[config.mk]
export PLATFORM = sky130hd
export DESIGN_NAME = stat_alert_top
export DESIGN_NICKNAME = d
export VERILOG_FILES = /design/src/rtl/stat_pkg.sv /design/src/rtl/stat_sticky.sv /design/src/rtl/stat_chan_seq.sv /design/src/rtl/stat_alert_fsm.sv /design/src/rtl/stat_summary.sv /design/src/rtl/stat_alert_top.sv
export SDC_FILE = /design/constraint.sdc
export NUM_CORES = 1
export LEC_CHECK = 0
export ABC_AREA = 1
export CORE_ASPECT_RATIO = 1.25
export CORE_MARGIN = 5
export CORE_UTILIZATION = 55
export CTS_CLUSTER_SIZE = 20
export DETAILED_ROUTE_END_ITERATION = 8
export DONT_BUFFER_PORTS = 1
export HOLD_SLACK_MARGIN = 0.1
export MAX_ROUTING_LAYER = met4
export PLACE_DENSITY_LB_ADDON = 0.15
export SYNTH_ARGS = -nofsm -noshare
export SYNTH_HDL_FRONTEND = slang
export SYNTH_SLANG_ARGS = --single-unit
[constraint.sdc]
create_clock -name clk -period 1.2 [get_ports clk]
set_clock_uncertainty 0.2 [all_clocks]
set_input_delay 0.12 -clock clk [delete_from_list [all_inputs] [get_ports clk]]
set_output_delay 0.12 -clock clk [all_outputs]
set_load 0.005 [all_outputs]
[src/rtl/stat_pkg.sv]
package stat_pkg;

    typedef enum logic [0:0] {
        CH_RUN = 1'b0,
        CH_OFF = 1'b1
    } ch_state_e;

    typedef enum logic [0:0] {
        AL_QUIET  = 1'b0,
        AL_RAISED = 1'b1
    } alert_state_e;

    localparam int SUM_W       = 16;
    localparam int SB_CATCH    = 0;
    localparam int SB_TEMP_TOP = 3;
    localparam int SB_IN_TOP   = 4;
    localparam int SB_IOUT_TOP = 5;
    localparam int SB_OFF      = 6;
    localparam int SB_VOUT_TOP = 7;
    localparam int SB_TEMP_ANY = 12;
    localparam int SB_IN_ANY   = 13;
    localparam int SB_IOUT_ANY = 14;
    localparam int SB_VOUT_ANY = 15;

endpackage

[src/rtl/stat_sticky.sv]
module stat_sticky #(
    parameter int W = 8
) (
    input  logic         clk,
    input  logic         rst_n,
    input  logic [W-1:0] set_i,
    input  logic [W-1:0] clr_i,
    output logic [W-1:0] q_o
);

    // Set has priority over clear on each bit.
    always_ff @(posedge clk or negedge rst_n) begin
        if (!rst_n) begin
            q_o <= '0;
        end else begin
            q_o <= (q_o & ~clr_i) | set_i;
        end
    end

    // a pulsed bit is present after the edge, whatever clears arrived.
    p_set_wins_r2: assert property (@(posedge clk) disable iff (!rst_n)
        (|set_i) |=> ((q_o & $past(set_i)) == $past(set_i)));

    // with no clear, nothing already set is lost.
    p_hold_r1: assert property (@(posedge clk) disable iff (!rst_n)
        (clr_i == '0) |=> ((q_o & $past(q_o)) == $past(q_o)));

    // a full clear with no set empties the register.
    p_clear_all_r4: assert property (@(posedge clk) disable iff (!rst_n)
        ((&clr_i) && (set_i == '0)) |=> (q_o == '0));

endmodule

[src/rtl/stat_chan_seq.sv]
module stat_chan_seq
    import stat_pkg::*;
(
    input  logic clk,
    input  logic rst_n,
    input  logic off_req_i,
    output logic clr_o,
    output logic off_o
);

    ch_state_e state_q, state_d;

    always_comb begin
        state_d = state_q;
        unique case (state_q)
            CH_RUN: if (off_req_i)  state_d = CH_OFF;
            CH_OFF: if (!off_req_i) state_d = CH_RUN;
        endcase
    end

    always_ff @(posedge clk or negedge rst_n) begin
        if (!rst_n) begin
            state_q <= CH_RUN;
        end else begin
            state_q <= state_d;
        end
    end

    always_comb begin
        clr_o = 1'b0;
        off_o = 1'b0;
        unique case (state_q)
            CH_RUN: clr_o = off_req_i;
            CH_OFF: off_o = 1'b1;
        endcase
    end

    // the OFF flag follows a held request one cycle later.
    p_off_track_r10: assert property (@(posedge clk) disable iff (!rst_n)
        off_req_i |=> off_o);

    // the channel clear fires once per RUN->OFF transition.
    p_single_clr_r6: assert property (@(posedge clk) disable iff (!rst_n)
        clr_o |=> !clr_o);

endmodule

[src/rtl/stat_alert_fsm.sv]
module stat_alert_fsm
    import stat_pkg::*;
(
    input  logic clk,
    input  logic rst_n,
    input  logic any_i,
    output logic alert_n_o
);

    alert_state_e state_q, state_d;

    always_comb begin
        state_d = state_q;
        unique case (state_q)
            AL_QUIET:  if (any_i)  state_d = AL_RAISED;
            AL_RAISED: if (!any_i) state_d = AL_QUIET;
        endcase
    end

    always_ff @(posedge clk or negedge rst_n) begin
        if (!rst_n) begin
            state_q <= AL_QUIET;
        end else begin
            state_q <= state_d;
        end
    end

    always_comb begin
        unique case (state_q)
            AL_QUIET:  alert_n_o = 1'b1;
            AL_RAISED: alert_n_o = 1'b0;
        endcase
    end

    p_alert_low_r7: assert property (@(posedge clk) disable iff (!rst_n)
        any_i |=> !alert_n_o);

    p_alert_release_r8: assert property (@(posedge clk) disable iff (!rst_n)
        !any_i |=> alert_n_o);

endmodule

[src/rtl/stat_summary.sv]
module stat_summary
    import stat_pkg::*;
#(
    parameter int W = 8
) (
    input  logic [W-1:0]     vout_i,
    input  logic [W-1:0]     iout_i,
    input  logic [W-1:0]     in_i,
    input  logic [W-1:0]     temp_i,
    input  logic             off_i,
    output logic [SUM_W-1:0] word_o
);

    localparam int TOPB = W - 1;

    always_comb begin
        word_o              = '0;
        word_o[SB_VOUT_ANY] = |vout_i;
        word_o[SB_IOUT_ANY] = |iout_i;
        word_o[SB_IN_ANY]   = |in_i;
        word_o[SB_TEMP_ANY] = |temp_i;
        word_o[SB_VOUT_TOP] = vout_i[TOPB];
        word_o[SB_OFF]      = off_i;
        word_o[SB_IOUT_TOP] = iout_i[TOPB];
        word_o[SB_IN_TOP]   = in_i[TOPB];
        word_o[SB_TEMP_TOP] = temp_i[TOPB];
        word_o[SB_CATCH]    = |{vout_i, iout_i, in_i, temp_i};
    end

endmodule

[src/rtl/stat_alert_top.sv]
module stat_alert_top
    import stat_pkg::*;
#(
    parameter  int NCH   = 2,
    parameter  int W     = 8,
    localparam int NREG  = 2 * NCH + 2,
    localparam int SEL_W = $clog2(NREG)
) (
    input  logic               clk,
    input  logic               rst_n,
    input  logic [NCH*W-1:0]   ev_vout,
    input  logic [NCH*W-1:0]   ev_iout,
    input  logic [W-1:0]       ev_in,
    input  logic [W-1:0]       ev_temp,
    input  logic               wr_en,
    input  logic [SEL_W-1:0]   wr_sel,
    input  logic [W-1:0]       wr_data,
    input  logic               clr_all,
    input  logic               cmd_restore,
    input  logic               cmd_reset,
    input  logic [NCH-1:0]     off_req,
    output logic [NCH*W-1:0]   st_vout,
    output logic [NCH*W-1:0]   st_iout,
    output logic [W-1:0]       st_in,
    output logic [W-1:0]       st_temp,
    output logic [NCH-1:0]     ch_off,
    output logic [NCH*16-1:0]  sum_word,
    output logic [NCH*8-1:0]   sum_byte,
    output logic               alert_n
);

    localparam int IDX_IN   = 2 * NCH;
    localparam int IDX_TEMP = 2 * NCH + 1;

    logic [W-1:0]   set_v [NREG];
    logic [W-1:0]   clr_v [NREG];
    logic [W-1:0]   q_v   [NREG];
    logic [NCH-1:0] ch_clr;
    logic           glob_clr;
    logic           any_set;

    assign glob_clr = clr_all | cmd_restore | cmd_reset;

    for (genvar c = 0; c < NCH; c++) begin : g_chan
        stat_chan_seq u_seq (
            .clk       (clk),
            .rst_n     (rst_n),
            .off_req_i (off_req[c]),
            .clr_o     (ch_clr[c]),
            .off_o     (ch_off[c])
        );

        assign st_vout[c*W +: W] = q_v[2*c];
        assign st_iout[c*W +: W] = q_v[2*c+1];

        stat_summary #(.W(W)) u_sum (
            .vout_i (q_v[2*c]),
            .iout_i (q_v[2*c+1]),
            .in_i   (q_v[IDX_IN]),
            .temp_i (q_v[IDX_TEMP]),
            .off_i  (ch_off[c]),
            .word_o (sum_word[c*16 +: 16])
        );

        assign sum_byte[c*8 +: 8] = sum_word[c*16 +: 8];

        // the off transition empties this channel's registers.
        p_chan_clr_r6: assert property (@(posedge clk) disable iff (!rst_n)
            (ch_clr[c] && (ev_vout[c*W +: W] == '0) && (ev_iout[c*W +: W] == '0))
            |=> ((st_vout[c*W +: W] == '0) && (st_iout[c*W +: W] == '0)));
    end

    for (genvar r = 0; r < NREG; r++) begin : g_reg
        logic [W-1:0] wr_mask;
        logic [W-1:0] own_mask;

        assign wr_mask = (wr_en && (wr_sel == SEL_W'(r))) ? wr_data : '0;

        if (r < 2 * NCH) begin : g_owned
            assign own_mask = ch_clr[r/2] ? '1 : '0;
            if ((r % 2) == 0) begin : g_v
                assign set_v[r] = ev_vout[(r/2)*W +: W];
            end else begin : g_i
                assign set_v[r] = ev_iout[(r/2)*W +: W];
            end
        end else if (r == IDX_IN) begin : g_in
            assign own_mask = '0;
            assign set_v[r] = ev_in;
        end else begin : g_temp
            assign own_mask = '0;
            assign set_v[r] = ev_temp;
        end

        assign clr_v[r] = wr_mask | own_mask | (glob_clr ? '1 : '0);

        stat_sticky #(.W(W)) u_reg (
            .clk   (clk),
            .rst_n (rst_n),
            .set_i (set_v[r]),
            .clr_i (clr_v[r]),
            .q_o   (q_v[r])
        );
    end

    assign st_in   = q_v[IDX_IN];
    assign st_temp = q_v[IDX_TEMP];

    always_comb begin
        any_set = 1'b0;
        for (int r = 0; r < NREG; r++) begin
            any_set = any_set | (|q_v[r]);
        end
    end

    stat_alert_fsm u_alert (
        .clk       (clk),
        .rst_n     (rst_n),
        .any_i     (any_set),
        .alert_n_o (alert_n)
    );

    // reset-type commands with no events leave nothing set.
    p_cmd_clear_r5: assert property (@(posedge clk) disable iff (!rst_n)
        ((cmd_restore || cmd_reset) && (ev_vout == '0) && (ev_iout == '0)
         && (ev_in == '0) && (ev_temp == '0))
        |=> ((st_vout == '0) && (st_iout == '0) && (st_in == '0) && (st_temp == '0)));

endmodule

**Word level (Yosys, flattened, before mapping)**

Index checks and enable logic that the tools add are counted.

- Bits in registers: 51
- Bits of input ports: 67
- Logic and storage cells: 82

- Equality and inequality tests: 5
- Multiplexer cells: 17
- Bitwise gates (word level): 36
- Reduce and logical (&&, ||, !) cells: 15

Operators by type and width:

| cell | number |
|---|---|
| $or 8x8->8 | 16 |
| $mux 8 | 9 |
| $reduce_or 32->1 | 2 |
| $and 8x8->8 | 6 |
| $not 8->8 | 6 |
| $reduce_or 8->1 | 6 |
| $mux 1 | 7 |
| $or 1x1->1 | 7 |
| $eq 3x2->1 const B | 2 |
| $eq 3x3->1 const B | 2 |
| $logic_and 1x1->1 | 6 |
| $eq 3x1->1 const B | 1 |
| $logic_not 3->1 | 1 |
| $pmux 1 s2 | 1 |
| $not 1->1 | 1 |

**Logic depth before layout (Yosys ltp)**

- Depth in word-level cells: 8
- Gate-level depth with buffers: 7

**Modules after synthesis**

A second synthesis with hierarchy kept.

- Cells, all modules: 499
- Area, all modules: 3253.1 um^2

Modules (own cells, without submodules):

| module | instances | cells each | area an instance (um^2) | seq. area each (um^2) |
|---|---|---|---|---|
| stat_sticky | 6 | 40 | 320.3 | 200.2 |
| stat_alert_top | 1 | 137 | 684.4 | 0.0 |
| stat_summary | 2 | 57 | 274.0 | 0.0 |
| stat_chan_seq | 2 | 3 | 35.0 | 25.0 |
| stat_alert_fsm | 1 | 2 | 28.8 | 25.0 |

**Worst setup path after synthesis**

Ideal clock, no wire load.

- Path kind: register to output
- Start point: register g_reg[5].u_reg.q_o[7]
- End point: output sum_word[0]
- Arrival: 1083 ps
- Required time: 880 ps
- Path slack: -203 ps
- Stages on the path, launching flop included: 8
- Path buffers: 1
- Cells stage by stage: dfrtp_1 -> nor2_1 -> nand2_1 -> nor2_1 -> nand2_1 -> nor2_1 -> inv_1 -> buf_4

- Word-level cells in the longest chain between the ends: 1

Ends and longest elaborated chain:

| what | line | RTL |
|---|---|---|
| start, declared | stat_sticky.sv:8 | `output logic [W-1:0] q_o` |
| start signal, assigned | stat_sticky.sv:16 | `q_o <= (q_o & ~clr_i) \| set_i;` |
| $reduce_or 32->1 | stat_summary.sv:27 | `word_o[SB_CATCH] = \|{vout_i, iout_i, in_i, temp_i};` |
| end, declared | stat_alert_top.sv:27 | `output logic [NCH*16-1:0] sum_word,` |

Every way passes these cells.

**Worst setup path after layout**

- Start point: register g_reg[0].u_reg.q_o[6]
- End point: output sum_word[0]

- Word-level cells in the longest chain between the ends: 1

Ends and longest elaborated chain:

| what | line |
|---|---|
| start, declared | stat_sticky.sv:8 |
| start signal, assigned | stat_sticky.sv:16 |
| $reduce_or 32->1 | stat_summary.sv:27 |

Every way passes these cells.

==> metrics.cfg <==
[logic_synthesis]
synth_warnings = 0
netlist_area_um2 = 2760
synth_seq_cells = 51
synth_top_family_by_area = simple AND/OR/NAND/NOR gates
synthSimpleGateAreaFrac_pct = 26.7
synth_top_area_share_pct = 46.2
synth.distinct_cells = 16
synth_area_leaders = dfrtp_1 (46%), buf_4 (12%), o21bai_1 (8.7%), nand2_1 (8.4%), nor2_1 (6.4%)
synth-adder-area-share_pct = 0
yosys.area.top_type = dfrtp_1
avgSynthCellArea_um2 = 8.12
synth_xor_area_share_pct = 0
ys_seq_area_share_pct = 46.2
synth_compound_area_share_pct = 8.70
synth_cells = 340
synth.area.mux_share_pct = 0

[placed_design]
place_ws_ns = -0.173
dp.final_hpwl_um = 5600
port_buffers = 0
place.gp.congestion = 0.788
post_dp_cell_area_um2 = 3020

[grt]
grt_pass1_wl_um = 13600
grt_pass1_vias = 2726
globalRouteOverflowTotal = 0
grt_usage_pct = 28.5
antenna_found_initial = 0
grt_max_degree = 52

[power_and_ir_drop]
power.leakage_nw = 1.84
power.total_mw = 3.63
power_density_nw_per_um2 = 895
peakVddDrop_uv = 879

[routing]
dr_total_vias = 2722
drc = 0
ant_nets = 0
via_per_inst = 5.38
drtIter0Drc = 163
drt_wl_total_um = 9890
dr.pass1.iters = 4
wl_per_cell_um = 19.5

[run_status]
status = finished, violations left
violations = hold timing, setup timing

[sta]
fin_crit_sh_pct = 142
fin_ws_ns = -0.503
drv_slew = 0
fin_hold_ws_ns = -0.704
final_hold_viol_count = 51
setup_tns_ns = -5.71
rsz0062_at_grt = true
fmax_ghz = 0.587
setup_violations = 31
min_period_ns = 1.70

[final_layout]
layout_commonest_cell = dlygate4sd3_1
layout-drive-gt1-share_pct = 30.7
final_area_um2 = 4060
area_delta_synth_final_pct = 47.1
fin_nets = 514
diodes = 0
final_cell_mix = dlygate4sd3_1 (59), nand2_1 (53), dfrtp_1 (51)
nFillCells = 261

[floorplanning]
io_pins = 166
coreArea_um2 = 4800
die_y_um = 89.2
dieArea_um2 = 6540
rows = 28
die_w_um = 73.4
start_util_pct = 57.5

[setup_path]
required_ns = 0.88
rrSetupSlack_ns = -0.28
cp.arrival_ns = 1.38
critical_path.cell_chain = nor2_1, nand2_1, nor2_2, nand2_2, nor2_4, inv_2
crit_type = flop to primary output
critPathMaxFanout = 2
crit_slowest_cell = dfrtp_1
critPathCaptureType = primary output
cpPeakStageDelay_ns = 0.41
cp-start-kind = flop

[clock_network]
cts_buffer_depth = 2
clk_pin_slew_ns = 0.09
ctsHoldBuffers = 60
cts_made_buffers = 5
clockRootBuffer = clkbuf_8
clock_latency_ns = 0.30
cts_sinks = 51
cts-htree-levels = 2
cts_tree = done

[job]
cap_violations = 0

[hold_path]
min_path_type = input port to asynchronous set/reset pin

-- metrics by stage --
step | std cells | util, % | hold slack, ns
6_report | 506 | 84.6 | -0.704
5_1_grt | 506 | 84.6 | -0.720
4_1_cts | 500 | 78.7 | -0.705
3_5_place_dp | 428 | 62.9 | -0.374
3_3_place_gp | 428 | 62.9 | -0.374
2_1_floorplan | 355 | - | -0.376
-- cells in the mapped netlist --
cell       n
nor3_1    16
buf_4     44
buf_6      1
dfrtp_1   51
inv_1     37
nor2_1    47
nor2_2     1
o21bai_1  32
nand2_2    4
nand3_1   34
nor2_4     3
conb_1     1
nand4_1    2
nand2_1   62
buf_2      3
inv_2      2
-- registers in the layout (all words and copies together) (netlist names) --
signal,flops
g_chan.u_seq.state_q,2
u_alert.state_q,1
g.u_reg.q_o,48
-- critical path: cells and delay by family (launching register included) --
kind / cells / cell delay, ns
simple gates: 5 / 0.61
buf+inv: 1 / 0.06
flops: 1 / 0.41
-- worst paths after layout --
path / startpoint / to / depth (start not counted)
worst max-delay path: g_reg[0].u_reg.q_o[6] / sum_word[0] / 6
worst min-delay path: rst_n / g_reg[3].u_reg.q_o[7] / 0
worst max register to register: g_reg[0].u_reg.q_o[6] / u_alert.state_q / 7
worst min register to register: g_reg[5].u_reg.q_o[5] / g_reg[5].u_reg.q_o[5] / 3
max in group asynchronous: rst_n / g_reg[4].u_reg.q_o[1] / 0
min in group clk: wr_sel[0] / g_reg[0].u_reg.q_o[0] / 4
-- layer usage --
| layer | global-route usage (%) | wire length (µm) | vias to the layer above |
|---|---|---|---|
| li1 | - | - | 1224 |
| met1 | 32.3 | 3370 | 1284 |
| met2 | 48.7 | 5190 | 176 |
| met3 | 6.75 | 913 | 38 |
| met4 | 10.7 | 412 | 0 |
| met5 | - | 0 | - |
-- where the power goes --
part           switching, mW  leakage (nW)  internal [mW]
combinational          0.383          1.22          0.418
sequential            0.0704         0.585           1.82
clock                  0.552        0.0371          0.391
total                   1.01          1.84           2.63
-- cells by family (layout without fill, tap and decap cells) --
logic type             after synthesis  count (layout)
and+or+nand+nor                    169             169
buffers and inverters               87             178
DFF                                 51              51
AOI/OAI and AO/OA                   32              32
other                                1              16
-- what timing repair did --
item	4_1_cts	5_1_grt
setup endpoints to repair	29	92
buffers inserted	7	5
gates resized for setup	17	61
gates cloned	0	2
hold endpoints to repair	101	77
pin swaps	17	47
-- layout make-up --
cell class	instances	area (µm²)	area share (%)
clock buffers	6	72.6	1.79
inverters	39	149	3.67
multi-input cells	217	1200	29.6
flip-flops and latches	51	1280	31.4
well taps	60	75.1	1.85
repair buffers	133	1290	31.7
No activity file was read; power rests on OpenSTA's default activity.
